===== config.mk =====
export PLATFORM = sky130hd
export DESIGN_NAME = excl_monitor
export DESIGN_NICKNAME = d
export VERILOG_FILES = /design/src/rtl/excl_mon_pkg.sv /design/src/rtl/excl_mon_local_slot.sv /design/src/rtl/excl_mon_global_tbl.sv /design/src/rtl/excl_mon_check.sv /design/src/rtl/excl_monitor.sv
export SDC_FILE = /design/constraint.sdc
export NUM_CORES = 1
export LEC_CHECK = 0
export BUFFER_PORTS_ARGS = -buffer_cell sky130_fd_sc_hd__buf_4
export CORE_ASPECT_RATIO = 1.4
export CORE_MARGIN = 2
export CORE_UTILIZATION = 57
export DETAILED_ROUTE_END_ITERATION = 6
export GPL_ROUTABILITY_DRIVEN = 1
export PLACE_DENSITY = 0.75
export SETUP_SLACK_MARGIN = 0.05
export SKIP_LAST_GASP = 1
export SYNTH_ARGS = -nofsm -noshare
export SYNTH_HDL_FRONTEND = slang
export SYNTH_SLANG_ARGS = --single-unit
export TNS_END_PERCENT = 100

===== constraint.sdc =====
create_clock -name clk -period 3.4 [get_ports clk]
set_clock_uncertainty 0.1 [all_clocks]
set_input_delay 0.17 -clock clk [delete_from_list [all_inputs] [get_ports clk]]
set_output_delay 0.17 -clock clk [all_outputs]
set_load 0.03 [all_outputs]

===== src/rtl/excl_mon_pkg.sv =====
package excl_mon_pkg;

  typedef logic [1:0] szl_t;

  // one past the last byte covered by (base, size code)
  function automatic logic [64:0] span_end(input logic [63:0] base, input szl_t szl);
    return {1'b0, base} + (65'd1 << szl);
  endfunction

  function automatic logic size_aligned(input logic [63:0] a, input szl_t szl);
    logic [63:0] mask;
    mask = (64'd1 << szl) - 64'd1;
    return (a & mask) == 64'd0;
  endfunction

  function automatic logic bytes_overlap(input logic [63:0] a, input szl_t sa,
                                         input logic [63:0] b, input szl_t sb);
    return ({1'b0, a} < span_end(b, sb)) && ({1'b0, b} < span_end(a, sa));
  endfunction

endpackage


===== src/rtl/excl_mon_local_slot.sv =====
module excl_mon_local_slot
  import excl_mon_pkg::*;
#(
  parameter int unsigned AW = 32
) (
  input  logic          clk,
  input  logic          rst_n,
  input  logic          set_en,
  input  logic [AW-1:0] set_addr,
  input  szl_t          set_szl,
  input  logic          drop_en,
  output logic          slot_vld,
  output logic [AW-1:0] slot_addr,
  output szl_t          slot_szl
);

  always_ff @(posedge clk) begin
    if (!rst_n) begin
      slot_vld  <= 1'b0;
      slot_addr <= '0;
      slot_szl  <= '0;
    end else if (set_en) begin
      slot_vld  <= 1'b1;
      slot_addr <= set_addr;
      slot_szl  <= set_szl;
    end else if (drop_en) begin
      slot_vld  <= 1'b0;
    end
  end

  // a mark outranks a same-cycle drop
  a_r11_mark_wins: assert property (@(posedge clk) disable iff (!rst_n)
    set_en |=> (slot_vld && slot_addr == $past(set_addr)));

  // a drop without a mark empties the slot
  a_r8_drop_empties: assert property (@(posedge clk) disable iff (!rst_n)
    (drop_en && !set_en) |=> !slot_vld);

  // without set or drop the slot holds
  a_r7_slot_holds: assert property (@(posedge clk) disable iff (!rst_n)
    (!drop_en && !set_en) |=> ($stable(slot_vld) && $stable(slot_addr) && $stable(slot_szl)));

endmodule


===== src/rtl/excl_mon_global_tbl.sv =====
module excl_mon_global_tbl
  import excl_mon_pkg::*;
#(
  parameter int unsigned NPROC = 4,
  parameter int unsigned AW    = 32
) (
  input  logic                      clk,
  input  logic                      rst_n,
  input  logic [NPROC-1:0]          set_en,
  input  logic [AW-1:0]             set_addr,
  input  szl_t                      set_szl,
  input  logic                      st_vld,
  input  logic                      st_shr,
  input  logic [AW-1:0]             st_addr,
  input  szl_t                      st_szl,
  output logic [NPROC-1:0]          g_vld,
  output logic [NPROC-1:0][AW-1:0]  g_addr,
  output szl_t [NPROC-1:0]          g_szl
);

  logic             st_live;
  logic [NPROC-1:0] kill;

  assign st_live = st_vld && st_shr;

  for (genvar p = 0; p < NPROC; p++) begin : g_ent
    assign kill[p] = st_live && g_vld[p] &&
                     bytes_overlap(64'(g_addr[p]), g_szl[p], 64'(st_addr), st_szl);

    always_ff @(posedge clk) begin
      if (!rst_n) begin
        g_vld[p]  <= 1'b0;
        g_addr[p] <= '0;
        g_szl[p]  <= '0;
      end else if (set_en[p]) begin
        g_vld[p]  <= 1'b1;
        g_addr[p] <= set_addr;
        g_szl[p]  <= set_szl;
      end else if (kill[p]) begin
        g_vld[p]  <= 1'b0;
      end
    end

    // an overlapping shareable store removes the entry
    a_r9_store_kills: assert property (@(posedge clk) disable iff (!rst_n)
      (kill[p] && !set_en[p]) |=> !g_vld[p]);

    // no shareable mark and no overlap leaves the entry alone
    a_r2_entry_holds: assert property (@(posedge clk) disable iff (!rst_n)
      (!set_en[p] && !kill[p]) |=> ($stable(g_vld[p]) && $stable(g_addr[p])));

    // a shareable mark fills the entry
    a_r3_mark_fills: assert property (@(posedge clk) disable iff (!rst_n)
      set_en[p] |=> g_vld[p]);
  end

endmodule


===== src/rtl/excl_mon_check.sv =====
module excl_mon_check
  import excl_mon_pkg::*;
#(
  parameter int unsigned AW = 32
) (
  input  logic          clk,
  input  logic          rst_n,
  input  logic          req_vld,
  input  logic [AW-1:0] req_addr,
  input  szl_t          req_szl,
  input  logic          req_shr,
  input  logic          loc_vld,
  input  logic [AW-1:0] loc_addr,
  input  szl_t          loc_szl,
  input  logic          glb_vld,
  input  logic [AW-1:0] glb_addr,
  input  szl_t          glb_szl,
  output logic          pass_evt,
  output logic          fault_evt,
  output logic          res_done,
  output logic          res_pass,
  output logic          res_fault
);

  logic aligned;
  logic loc_ok;
  logic glb_ok;
  logic verdict;

  assign aligned   = size_aligned(64'(req_addr), req_szl);
  assign loc_ok    = loc_vld && (loc_addr == req_addr) && (loc_szl == req_szl);
  assign glb_ok    = glb_vld && (glb_addr == req_addr) && (glb_szl == req_szl);
  assign verdict   = loc_ok && (!req_shr || glb_ok);
  assign pass_evt  = req_vld && aligned && verdict;
  assign fault_evt = req_vld && !aligned;

  always_ff @(posedge clk) begin
    if (!rst_n) begin
      res_done  <= 1'b0;
      res_pass  <= 1'b0;
      res_fault <= 1'b0;
    end else begin
      res_done  <= req_vld;
      res_pass  <= pass_evt;
      res_fault <= fault_evt;
    end
  end

  // result one cycle after the request, nothing otherwise
  a_r10_done_next: assert property (@(posedge clk) disable iff (!rst_n)
    req_vld |=> res_done);
  a_r10_quiet: assert property (@(posedge clk) disable iff (!rst_n)
    !req_vld |=> (!res_done && !res_pass && !res_fault));

  // misaligned request faults and never passes
  a_r7_fault: assert property (@(posedge clk) disable iff (!rst_n)
    (req_vld && !aligned) |=> (res_fault && !res_pass));

  // shareable request without global match fails
  a_r4_need_global: assert property (@(posedge clk) disable iff (!rst_n)
    (req_vld && req_shr && !glb_ok) |=> !res_pass);

  // no local match, no pass
  a_r5_need_local: assert property (@(posedge clk) disable iff (!rst_n)
    (req_vld && !loc_ok) |=> !res_pass);

endmodule


===== src/rtl/excl_monitor.sv =====
module excl_monitor
  import excl_mon_pkg::*;
#(
  parameter int unsigned NPROC = 4,
  parameter int unsigned AW    = 32,
  localparam int unsigned PW   = (NPROC > 1) ? $clog2(NPROC) : 1
) (
  input  logic             clk,
  input  logic             rst_n,
  input  logic             mark_vld,
  input  logic [AW-1:0]    mark_addr,
  input  logic [1:0]       mark_szl,
  input  logic [PW-1:0]    mark_pid,
  input  logic             mark_shr,
  input  logic             chk_vld,
  input  logic [AW-1:0]    chk_addr,
  input  logic [1:0]       chk_szl,
  input  logic [PW-1:0]    chk_pid,
  input  logic             chk_shr,
  input  logic [NPROC-1:0] clr_loc,
  input  logic             st_vld,
  input  logic [AW-1:0]    st_addr,
  input  logic [1:0]       st_szl,
  input  logic             st_shr,
  output logic             res_done,
  output logic             res_pass,
  output logic             res_fault
);

  logic [NPROC-1:0]         mark_hit;
  logic [NPROC-1:0]         glb_set;
  logic [NPROC-1:0]         pass_drop;
  logic [NPROC-1:0]         loc_drop;
  logic [NPROC-1:0]         loc_vld_v;
  logic [NPROC-1:0][AW-1:0] loc_addr_v;
  szl_t [NPROC-1:0]         loc_szl_v;
  logic [NPROC-1:0]         g_vld;
  logic [NPROC-1:0][AW-1:0] g_addr;
  szl_t [NPROC-1:0]         g_szl;
  logic                     pass_evt;
  logic                     fault_evt;

  for (genvar p = 0; p < NPROC; p++) begin : g_proc
    assign mark_hit[p]  = mark_vld && (mark_pid == PW'(p));
    assign glb_set[p]   = mark_hit[p] && mark_shr;
    assign pass_drop[p] = pass_evt && (chk_pid == PW'(p));
    assign loc_drop[p]  = clr_loc[p] || pass_drop[p];

    excl_mon_local_slot #(.AW(AW)) u_slot (
      .clk      (clk),
      .rst_n    (rst_n),
      .set_en   (mark_hit[p]),
      .set_addr (mark_addr),
      .set_szl  (mark_szl),
      .drop_en  (loc_drop[p]),
      .slot_vld (loc_vld_v[p]),
      .slot_addr(loc_addr_v[p]),
      .slot_szl (loc_szl_v[p])
    );
  end

  excl_mon_global_tbl #(.NPROC(NPROC), .AW(AW)) u_gtbl (
    .clk     (clk),
    .rst_n   (rst_n),
    .set_en  (glb_set),
    .set_addr(mark_addr),
    .set_szl (mark_szl),
    .st_vld  (st_vld),
    .st_shr  (st_shr),
    .st_addr (st_addr),
    .st_szl  (st_szl),
    .g_vld   (g_vld),
    .g_addr  (g_addr),
    .g_szl   (g_szl)
  );

  excl_mon_check #(.AW(AW)) u_chk (
    .clk      (clk),
    .rst_n    (rst_n),
    .req_vld  (chk_vld),
    .req_addr (chk_addr),
    .req_szl  (chk_szl),
    .req_shr  (chk_shr),
    .loc_vld  (loc_vld_v[chk_pid]),
    .loc_addr (loc_addr_v[chk_pid]),
    .loc_szl  (loc_szl_v[chk_pid]),
    .glb_vld  (g_vld[chk_pid]),
    .glb_addr (g_addr[chk_pid]),
    .glb_szl  (g_szl[chk_pid]),
    .pass_evt (pass_evt),
    .fault_evt(fault_evt),
    .res_done (res_done),
    .res_pass (res_pass),
    .res_fault(res_fault)
  );

  // a pass clears at most the requester's slot
  a_r6_one_drop: assert property (@(posedge clk) disable iff (!rst_n)
    $onehot0(pass_drop));

  // a faulting check clears nothing
  a_r7_fault_no_drop: assert property (@(posedge clk) disable iff (!rst_n)
    fault_evt |-> (pass_drop == '0));

  // after a pass without a new mark the requester's slot is empty
  a_r6_pass_empties: assert property (@(posedge clk) disable iff (!rst_n)
    (pass_evt && !mark_hit[chk_pid]) |=> !loc_vld_v[$past(chk_pid)]);

  // nothing reserved straight after reset
  a_r1_reset_clean: assert property (@(posedge clk)
    !rst_n |=> (loc_vld_v == '0 && g_vld == '0 && !res_done));

endmodule


==> results of run 1 <==
-- cell type report --
type,count,area [um2]
multi-input combinational,2158,15260
fill,2837,9878
sequential,283,5693
timing repair buffer,542,4275
clock buffer,39,813.3
tap,467,584.3
inverter,38,152.6
clock inverter,9,107.6
-- logic make-up after synthesis --
family,synth area share [%]
buffers and inverters,4.068
xor gates and xnor gates,8.738
muxes,7.330
and+or+nand+nor,21.43
DFF,26.66
adders and majority gates,16.31
AOI/OAI and AO/OA,15.46
-- worst register-to-register path, stage by stage (launching register included) --
cell	delay, ns
dfxtp_4	0.37
nor2b_4	0.14
buf_6	0.11
fa_2	0.35
a21o_1	0.18
a21oi_2	0.17
nand3b_1	0.15
buf_6	0.15
nor3_4	0.05
nand2_1	0.09
xor2_1	0.17
ha_1	0.27
a21o_1	0.18
a21o_1	0.17
a21oi_2	0.20
nand2_2	0.13
a2111oi_4	0.41
o31ai_2	0.15
o41ai_2	0.07
a31oi_1	0.11
-- power groups by stage --
stage,logic (mW),clock network [mW],registers [mW]
2_1_floorplan,0.895,0,3.55
3_3_place_gp,1.56,0,3.54
3_5_place_dp,1.60,0,3.55
4_1_cts,1.68,3.21,3.47
5_1_grt,1.86,3.34,3.48
6_report,1.74,3.20,3.48
-- flip-flops by register name (all words and copies together) (netlist names) --
name,flops
g_proc.u_slot.slot_vld,4
g_proc.u_slot.slot_addr,128
u_chk.res_fault,1
u_chk.res_done,1
g_proc.u_slot.slot_szl,8
u_gtbl.g_vld,4
u_gtbl.g_szl,8
u_gtbl.g_addr,128
u_chk.res_pass,1
-- metal layers --
layer | vias up | global-route usage (%) | routed length [um]
li1 | 10130 | - | -
met1 | 10410 | 49.78 | 29750
met2 | 1273 | 67.95 | 37340
met3 | 318 | 6.719 | 8357
met4 | 2 | 27.26 | 6188
met5 | - | 0 | 15
-- cells in the mapped netlist, types with 14 or more instances --
library cell	instances	share of area [%]
nand4_1	67	2.0
xor2_1	79	3.3
a21o_1	79	2.8
mux4_2	57	6.0
inv_1	37	0.65
mux2i_1	24	1.1
a21oi_1	354	8.3
o21ai_0	43	1.0
nand2b_1	14	0.41
and3_1	28	0.82
nor2_1	80	1.4
clkbuf_1	86	1.5
nor3_1	28	0.66
nand3_1	71	1.7
buf_4	38	1.3
dfxtp_1	283	27
xnor2_1	133	5.5
ha_1	269	16
nor2b_1	30	0.88
nand2_1	639	11
nor4_1	17	0.50
-- final timing paths --
check,start,endpoint,slack (ns),depth (start not counted)
worst max-delay path,u_gtbl.g_szl[4]$_SDFFE_PN0P_,u_gtbl.g_vld[2]$_SDFFE_PN0P_,-0.49,19
worst min register to register,g_proc[2].u_slot.slot_addr[2]$_SDFFE_PN0P_,g_proc[2].u_slot.slot_addr[2]$_SDFFE_PN0P_,0.35,2
worst max register to register,u_gtbl.g_szl[4]$_SDFFE_PN0P_,u_gtbl.g_vld[2]$_SDFFE_PN0P_,-0.49,19
worst min-delay path,chk_addr[16],u_chk.res_fault$_SDFF_PN0_,0.02,5
-- through the flow --
step                      instances  TNS [ns]  power (mW)  cell area [um2]
final                          3536    -1.332       8.416            26880
after global routing           3536    -2.002       8.680            26880
after CTS                      3529    -1.177       8.358            26670
after floorplan                2624  -0.06352       4.440            21360
after detailed placement       3420    -2.743       5.153            24830
after global placement         3420    -2.345       5.097            24830
-- cell usage in the layout (no fill, tap or decap), types with 40 or more instances in the layout --
| master | netlist | layout |
|---|---|---|
| ha_1 | 269 | 263 |
| nand2_1 | 639 | 636 |
| mux4_2 | 57 | 57 |
| xnor2_1 | 133 | 128 |
| o21ai_0 | 43 | 40 |
| xor2_1 | 79 | 79 |
| dlygate4sd3_1 | 0 | 44 |
| nor2_1 | 80 | 67 |
| a21o_1 | 79 | 79 |
| buf_4 | 38 | 484 |
| a21oi_1 | 354 | 337 |
| nand3_1 | 71 | 68 |
| nand4_1 | 67 | 67 |
| dfxtp_1 | 283 | 275 |
-- what timing repair did --
item	CTS	global route
buffers inserted	17	7
pin swaps	64	36
gates resized for setup	84	31
hold buffers	44	0
setup endpoints to repair	4	4
hold endpoints to repair	281	0
==> summary.txt, run 1 <==
Outcome
  • Status: complete, but fails checks
  • Failing checks: DRC, setup timing

STA
  • Period utilization: 114.3%
  • Slew @ Worst Pin: 1.021 ns
  • Slew margin rel.: 31.94%
  • RSZ-0062 raised after global routing: true
  • F_max: 257.3 MHz
  • Fin. Hold Viols: 0
  • Setup Viol. Count Final: 4
  • Setup ws final: -0.4865 ns
  • Fin. max-slew vios: 0
  • Tmin final: 3.887 ns
  • Hold Slack: 0.02053 ns

Cells and area
  • Post-layout util: 73.13%
  • Nets: 3443
  • Layout cell share with drive strength beyond 1: 22.84%
  • Diodes inserted: 0
  • P&R area growth vs syn: 26.51%

Pwr
  • Maximum vdd drop: 0.0004495 V
  • PwrDens: 313.1 mW/mm2
  • Flop pwr share: 41.3%
  • Net switching fraction of the power: 29.12%
  • Power share of the combinational group: 20.6%
  • Clock power frac: 38.1%
  • Cell internal pwr: 5.966 mW
  • Leakage: 11.09 nW
  • Net Sw Power: 2.450 mW

Drt
  • Average wire per standard cell: 23.09 um
  • Vias: 22120
  • Antenna Nets Post-Route: 0
  • Initial DRT Pass Iterations: 7
  • WL final: 81.64 mm
  • Routed vias/inst: 6.257
  • Drt first-iter violations: 1884
  • Residual DRC: 3

Placement
  • Post-Place Worst Slack: -0.8109 ns
  • Routability congestion estimate: 1.038
  • PortBufs: 120
  • DPL Wire Length: 61.10 mm

CTS
  • Clk sinks: 283
  • Root buf cell: clkbuf_16
  • Clock Latency Late Sink: 0.58 ns
  • Clock buffer depth: 3
  • Worst-path clk slew: 0.07 ns
  • H-tree Lvls: 1
  • CTS tree: done
  • TritonCTS Buffers: 28

Critical path
  • Crit-path most repeated cell: a21o_1
  • WP data required: 3.71 ns
  • CP top delay family: compound AO/OA/AOI/OAI gates
  • Ordered list of cells on the worst path: nor2b_4 -> buf_6 -> fa_2 -> a21o_1 -> a21oi_2 -> nand3b_1 -> buf_6 -> nor3_4 -> nand2_1 -> xor2_1 -> ha_1 -> a21o_1 -> a21o_1 -> a21oi_2 -> nand2_2 -> a2111oi_4 -> o31ai_2 -> o41ai_2 -> a31oi_1
  • Critical path endpoint category: flip-flop
  • Kind of critical path: flip-flop to flip-flop
  • CP bufs+invs: 2
  • CP startpoint kind: flip-flop
  • Max FO, Critical Path: 6
  • Slowest Stage Delay on Critical Path: 0.41 ns
  • Worst path arrival time: 4.19 ns
  • CP max-delay cell: a2111oi_4

Floorplanning
  • IO Count: 121
  • Die W: 167.2 um
  • # rows: 83
  • Initial Utilization: 57.80%
  • Die area: 0.03886 mm2
  • Die Ht: 232.5 um
  • Core area: 0.03676 mm2

Synth
  • Synth Flop Type: dfxtp_1
  • Ys async rst share: 0%
  • Post-synth EDFFs: 0
  • Post-Synthesis Cell Area: 0.02125 mm2
  • Synth warn: 0
  • Synth cell types: 66
  • Synth Area per Inst: 8.098 um2
  • Mapped Nets: 3016
  • Syn Inst Count: 2624
  • Seq/Total Area, Yosys: 26.66%
  • Number of synthesized register bits: 283

Flow run
  • Max-cap violations: 0

Global routing
  • Vias in the first global route: 22270
  • GRT overflow: 0
  • Initial antenna violation count: 1
  • Gr usage total: 41.20%
  • Global-route wire length before repair: 123.6 mm
  • Pin count of the biggest net entering global routing: 152

Hold path
  • Hold crit path type: primary input to flip-flop
No activity file was read; power rests on OpenSTA's default activity.
==> run 2, diff against run 1 <==
--- a/config.mk
+++ b/config.mk
@@ -8,13 +8,16 @@
 export BUFFER_PORTS_ARGS = -buffer_cell sky130_fd_sc_hd__buf_4
 export CORE_ASPECT_RATIO = 1.4
 export CORE_MARGIN = 2
-export CORE_UTILIZATION = 57
+export CORE_UTILIZATION = 58
+export CTS_BUF_LIST = sky130_fd_sc_hd__clkbuf_2
+export CTS_CLUSTER_SIZE = 30
 export DETAILED_ROUTE_END_ITERATION = 6
 export GPL_ROUTABILITY_DRIVEN = 1
-export PLACE_DENSITY = 0.75
+export PLACE_DENSITY = 0.76
 export SETUP_SLACK_MARGIN = 0.05
 export SKIP_LAST_GASP = 1
 export SYNTH_ARGS = -nofsm -noshare
 export SYNTH_HDL_FRONTEND = slang
+export SYNTH_HIERARCHICAL = 1
 export SYNTH_SLANG_ARGS = --single-unit
 export TNS_END_PERCENT = 100
==> run 2 against run 1 <==
Net effect: the run ends with setup timing left; critical path type unchanged; critical path depth fell by 3; synthesized cell count fell by 16%; sequential power hardly changed; sequential cell count stayed put; clock power fell by 23%; core utilization is 2.7 points higher; fmax up 3.9%; setup slack better by 0.14 ns; register-to-register slack improved by 0.14 ns.
==> summary.txt, run 2 <==
Outcome
  • Failing checks: setup timing
  • Status: complete, but fails checks

Synth
  • Mapped Nets: 2593 (-14%)
  • Synth Area per Inst: 10.01 um2 (+24%)
  • Syn Inst Count: 2200 (-16%)
  • Post-Synthesis Cell Area: 0.02201 mm2 (+3.6%)
  • Synth warn: 6 (+6)

Cells and area
  • Most common cell after layout, fill and taps aside: buf_4
  • Design area: 0.02846 mm2 (+5.9%)
  • P&R area growth vs syn: 29.31%
  • Layout cell share with drive strength beyond 1: 27.02% (+4.2 points)
  • Fillers: 2541 (-10%)
  • Most frequent cells in the layout: 462 x buf_4, 296 x nor2b_1, 274 x dfxtp_1, 272 x mux2i_1, 263 x ha_1
  • Nets: 3220 (-6.5%)
  • Post-layout util: 75.86% (+2.7 points)
  • Regs by FF count: g_proc.u_slot/slot_addr x128, u_gtbl/g_addr x128

Drt
  • Vias: 21290 (-3.8%)
  • Antenna Nets Post-Route: 0 (unchanged)
  • Top sig layer: met5
  • Average wire per standard cell: 26.71 um (+16%)
  • Residual DRC: 0 (-3)
  • Initial DRT Pass Iterations: 6 (-1)
  • Drt first-iter violations: 1999 (+6.1%)
  • WL met3: 6.593 mm (-21%)
  • DRT met1 WL: 30.28 mm (+1.8%)
  • WL final: 89.49 mm (+9.6%)
  • WL met2: 42.31 mm (+13%)
  • Routed vias/inst: 6.352 (+1.5%)

Global routing
  • Global-route wire length before repair: 129.9 mm (+5.1%)
  • GRT overflow: 0 (unchanged)
  • Vias in the first global route: 21680 (-2.6%)
  • Pin count of the biggest net entering global routing: 100 (-34%)
  • Gr usage total: 44.09% (+2.9 points)
  • Initial antenna violation count: 4 (+3)

Hold path
  • Hold crit path type: primary input to flip-flop

CTS
  • Clock Latency Late Sink: 1.06 ns (+0.48 ns)
  • CTS tree: done
  • Clk sinks: 283 (unchanged)
  • Root buf cell: clkbuf_2
  • H-tree Lvls: 3 (+2)
  • Clock buffer depth: 3 (unchanged)
  • TritonCTS Buffers: 71 (+150%)
  • Worst-path clk slew: 0.13 ns (+0.06 ns)

Floorplanning
  • Initial Utilization: 58.67% (+0.87 points)
  • Die area: 0.03955 mm2 (+1.8%)
  • # rows: 84 (+1.2%)
  • IO Count: 121 (unchanged)
  • Core area: 0.03752 mm2 (+2.1%)
  • Die Ht: 234.5 um (+0.88%)
  • Die W: 168.7 um (+0.88%)

Critical path
  • WP data required: 4.21 ns (+0.50 ns)
  • R2r setup slk: -0.34 ns (+0.14 ns)
  • CP startpoint kind: flip-flop
  • Kind of critical path: flip-flop to flip-flop
  • Max FO, Critical Path: 4 (-2)
  • Worst path arrival time: 4.55 ns (+0.36 ns)
  • Critical path endpoint category: flip-flop

STA
  • Fin. Hold Viols: 0 (unchanged)
  • RSZ-0062 raised after global routing: true
  • Tmin final: 3.742 ns (-0.1444 ns)
  • Setup Viol. Count Final: 4 (unchanged)
  • Slew @ Worst Pin: 1.301 ns (+0.2803 ns)
  • Slew margin rel.: 12.97% (-19 points)
  • Setup ws final: -0.3421 ns (+0.1444 ns)
  • F_max: 267.2 MHz (+3.9%)
  • Period utilization: 110.1% (-4.2 points)
  • Fin. max-slew vios: 0 (unchanged)
  • Hold Slack: 0.03889 ns (+0.01836 ns)

Pwr
  • PwrDens: 277.4 mW/mm2 (-11%)
  • Leakage: 11.62 nW (+4.8%)
  • Total power: 7.897 mW (-6.2%)
  • Maximum vdd drop: 0.0003267 V (-27%)

Flow run
  • Max-cap violations: 0 (unchanged)

Placement
  • PortBufs: 120 (unchanged)
  • DPL Wire Length: 61.92 mm (+1.3%)
  • Cell Area, Placed: 0.02568 mm2 (+3.4%)
  • Routability congestion estimate: 1.005 (-3.1%)
run 2: what timing repair did:
item / 4_1_cts / 5_1_grt
endpoints found under the hold margin: 283 / 1
hold buffers: 153 / 3
buffers inserted: 7 / 14
endpoints found under the setup margin: 4 / 8
gates resized for setup: 49 / 53
pin swaps: 37 / 51
run 2: worst paths after layout:
kind	startpoint	end	depth (start not counted)
min reg2reg	g_proc[3].u_slot/slot_addr[29]$_SDFFE_PN0P_	g_proc[3].u_slot/slot_addr[29]$_SDFFE_PN0P_	2
max reg2reg	u_gtbl/g_szl[2]$_SDFFE_PN0P_	u_gtbl/g_vld[1]$_SDFFE_PN0P_	16
min	mark_addr[9]	g_proc[0].u_slot/slot_addr[9]$_SDFFE_PN0P_	4
max	u_gtbl/g_szl[2]$_SDFFE_PN0P_	u_gtbl/g_vld[1]$_SDFFE_PN0P_	16
run 2: metrics by stage:
| step | worst slack (ns) | std cells | TNS (ns) |
|---|---|---|---|
| after floorplan | -0.2033 | 2200 | -0.3903 |
| after global placement | -0.9028 | 3051 | -2.704 |
| after detailed placement | -0.9076 | 3051 | -2.936 |
| after CTS | -0.2389 | 3333 | -0.8736 |
| after global routing | -0.4593 | 3351 | -1.573 |
| final | -0.3421 | 3351 | -1.078 |
run 2: critical path, stage by stage (launching register included):
cell and delay (ns):
dfxtp_4 0.39, nor2b_4 0.14, buf_6 0.12, fa_2 0.37
a21o_1 0.21, a21oi_4 0.24, buf_6 0.18, nor2_2 0.05
xnor2_1 0.12, ha_1 0.31, a21o_1 0.16, a21o_1 0.21
a2111oi_4 0.40, o31ai_4 0.15, nand2_1 0.10, a31oi_1 0.08
or3_1 0.35
run 2: final cells by class:
| class | instances | area [um2] | share of cell area (%) |
|---|---|---|---|
| diodes | 2 | 5.005 | 0.01758 |
| clock buffers | 101 | 505.5 | 1.776 |
| clock inverters | 21 | 112.6 | 0.3956 |
| inverters | 22 | 82.58 | 0.2901 |
| multi-input cells | 1813 | 16150 | 56.75 |
| flip-flops and latches | 283 | 5692 | 20.00 |
| well taps | 473 | 591.8 | 2.079 |
| repair buffers | 636 | 5321 | 18.69 |
run 2: metal layers:
layer	up-vias	track usage [%]
met5	-	0
met4	2	43.83
met3	582	9.230
met2	1301	74.32
met1	10040	45.01
li1	9360	-
run 2: power by group:
group	total, mW	internal (mW)	switching (mW)	leakage [nW]
clock	2.45	0.823	1.63	0.468
combinational	1.96	0.933	1.02	8.85
sequential	3.49	3.41	0.0795	2.30
total	7.90	5.16	2.73	11.6
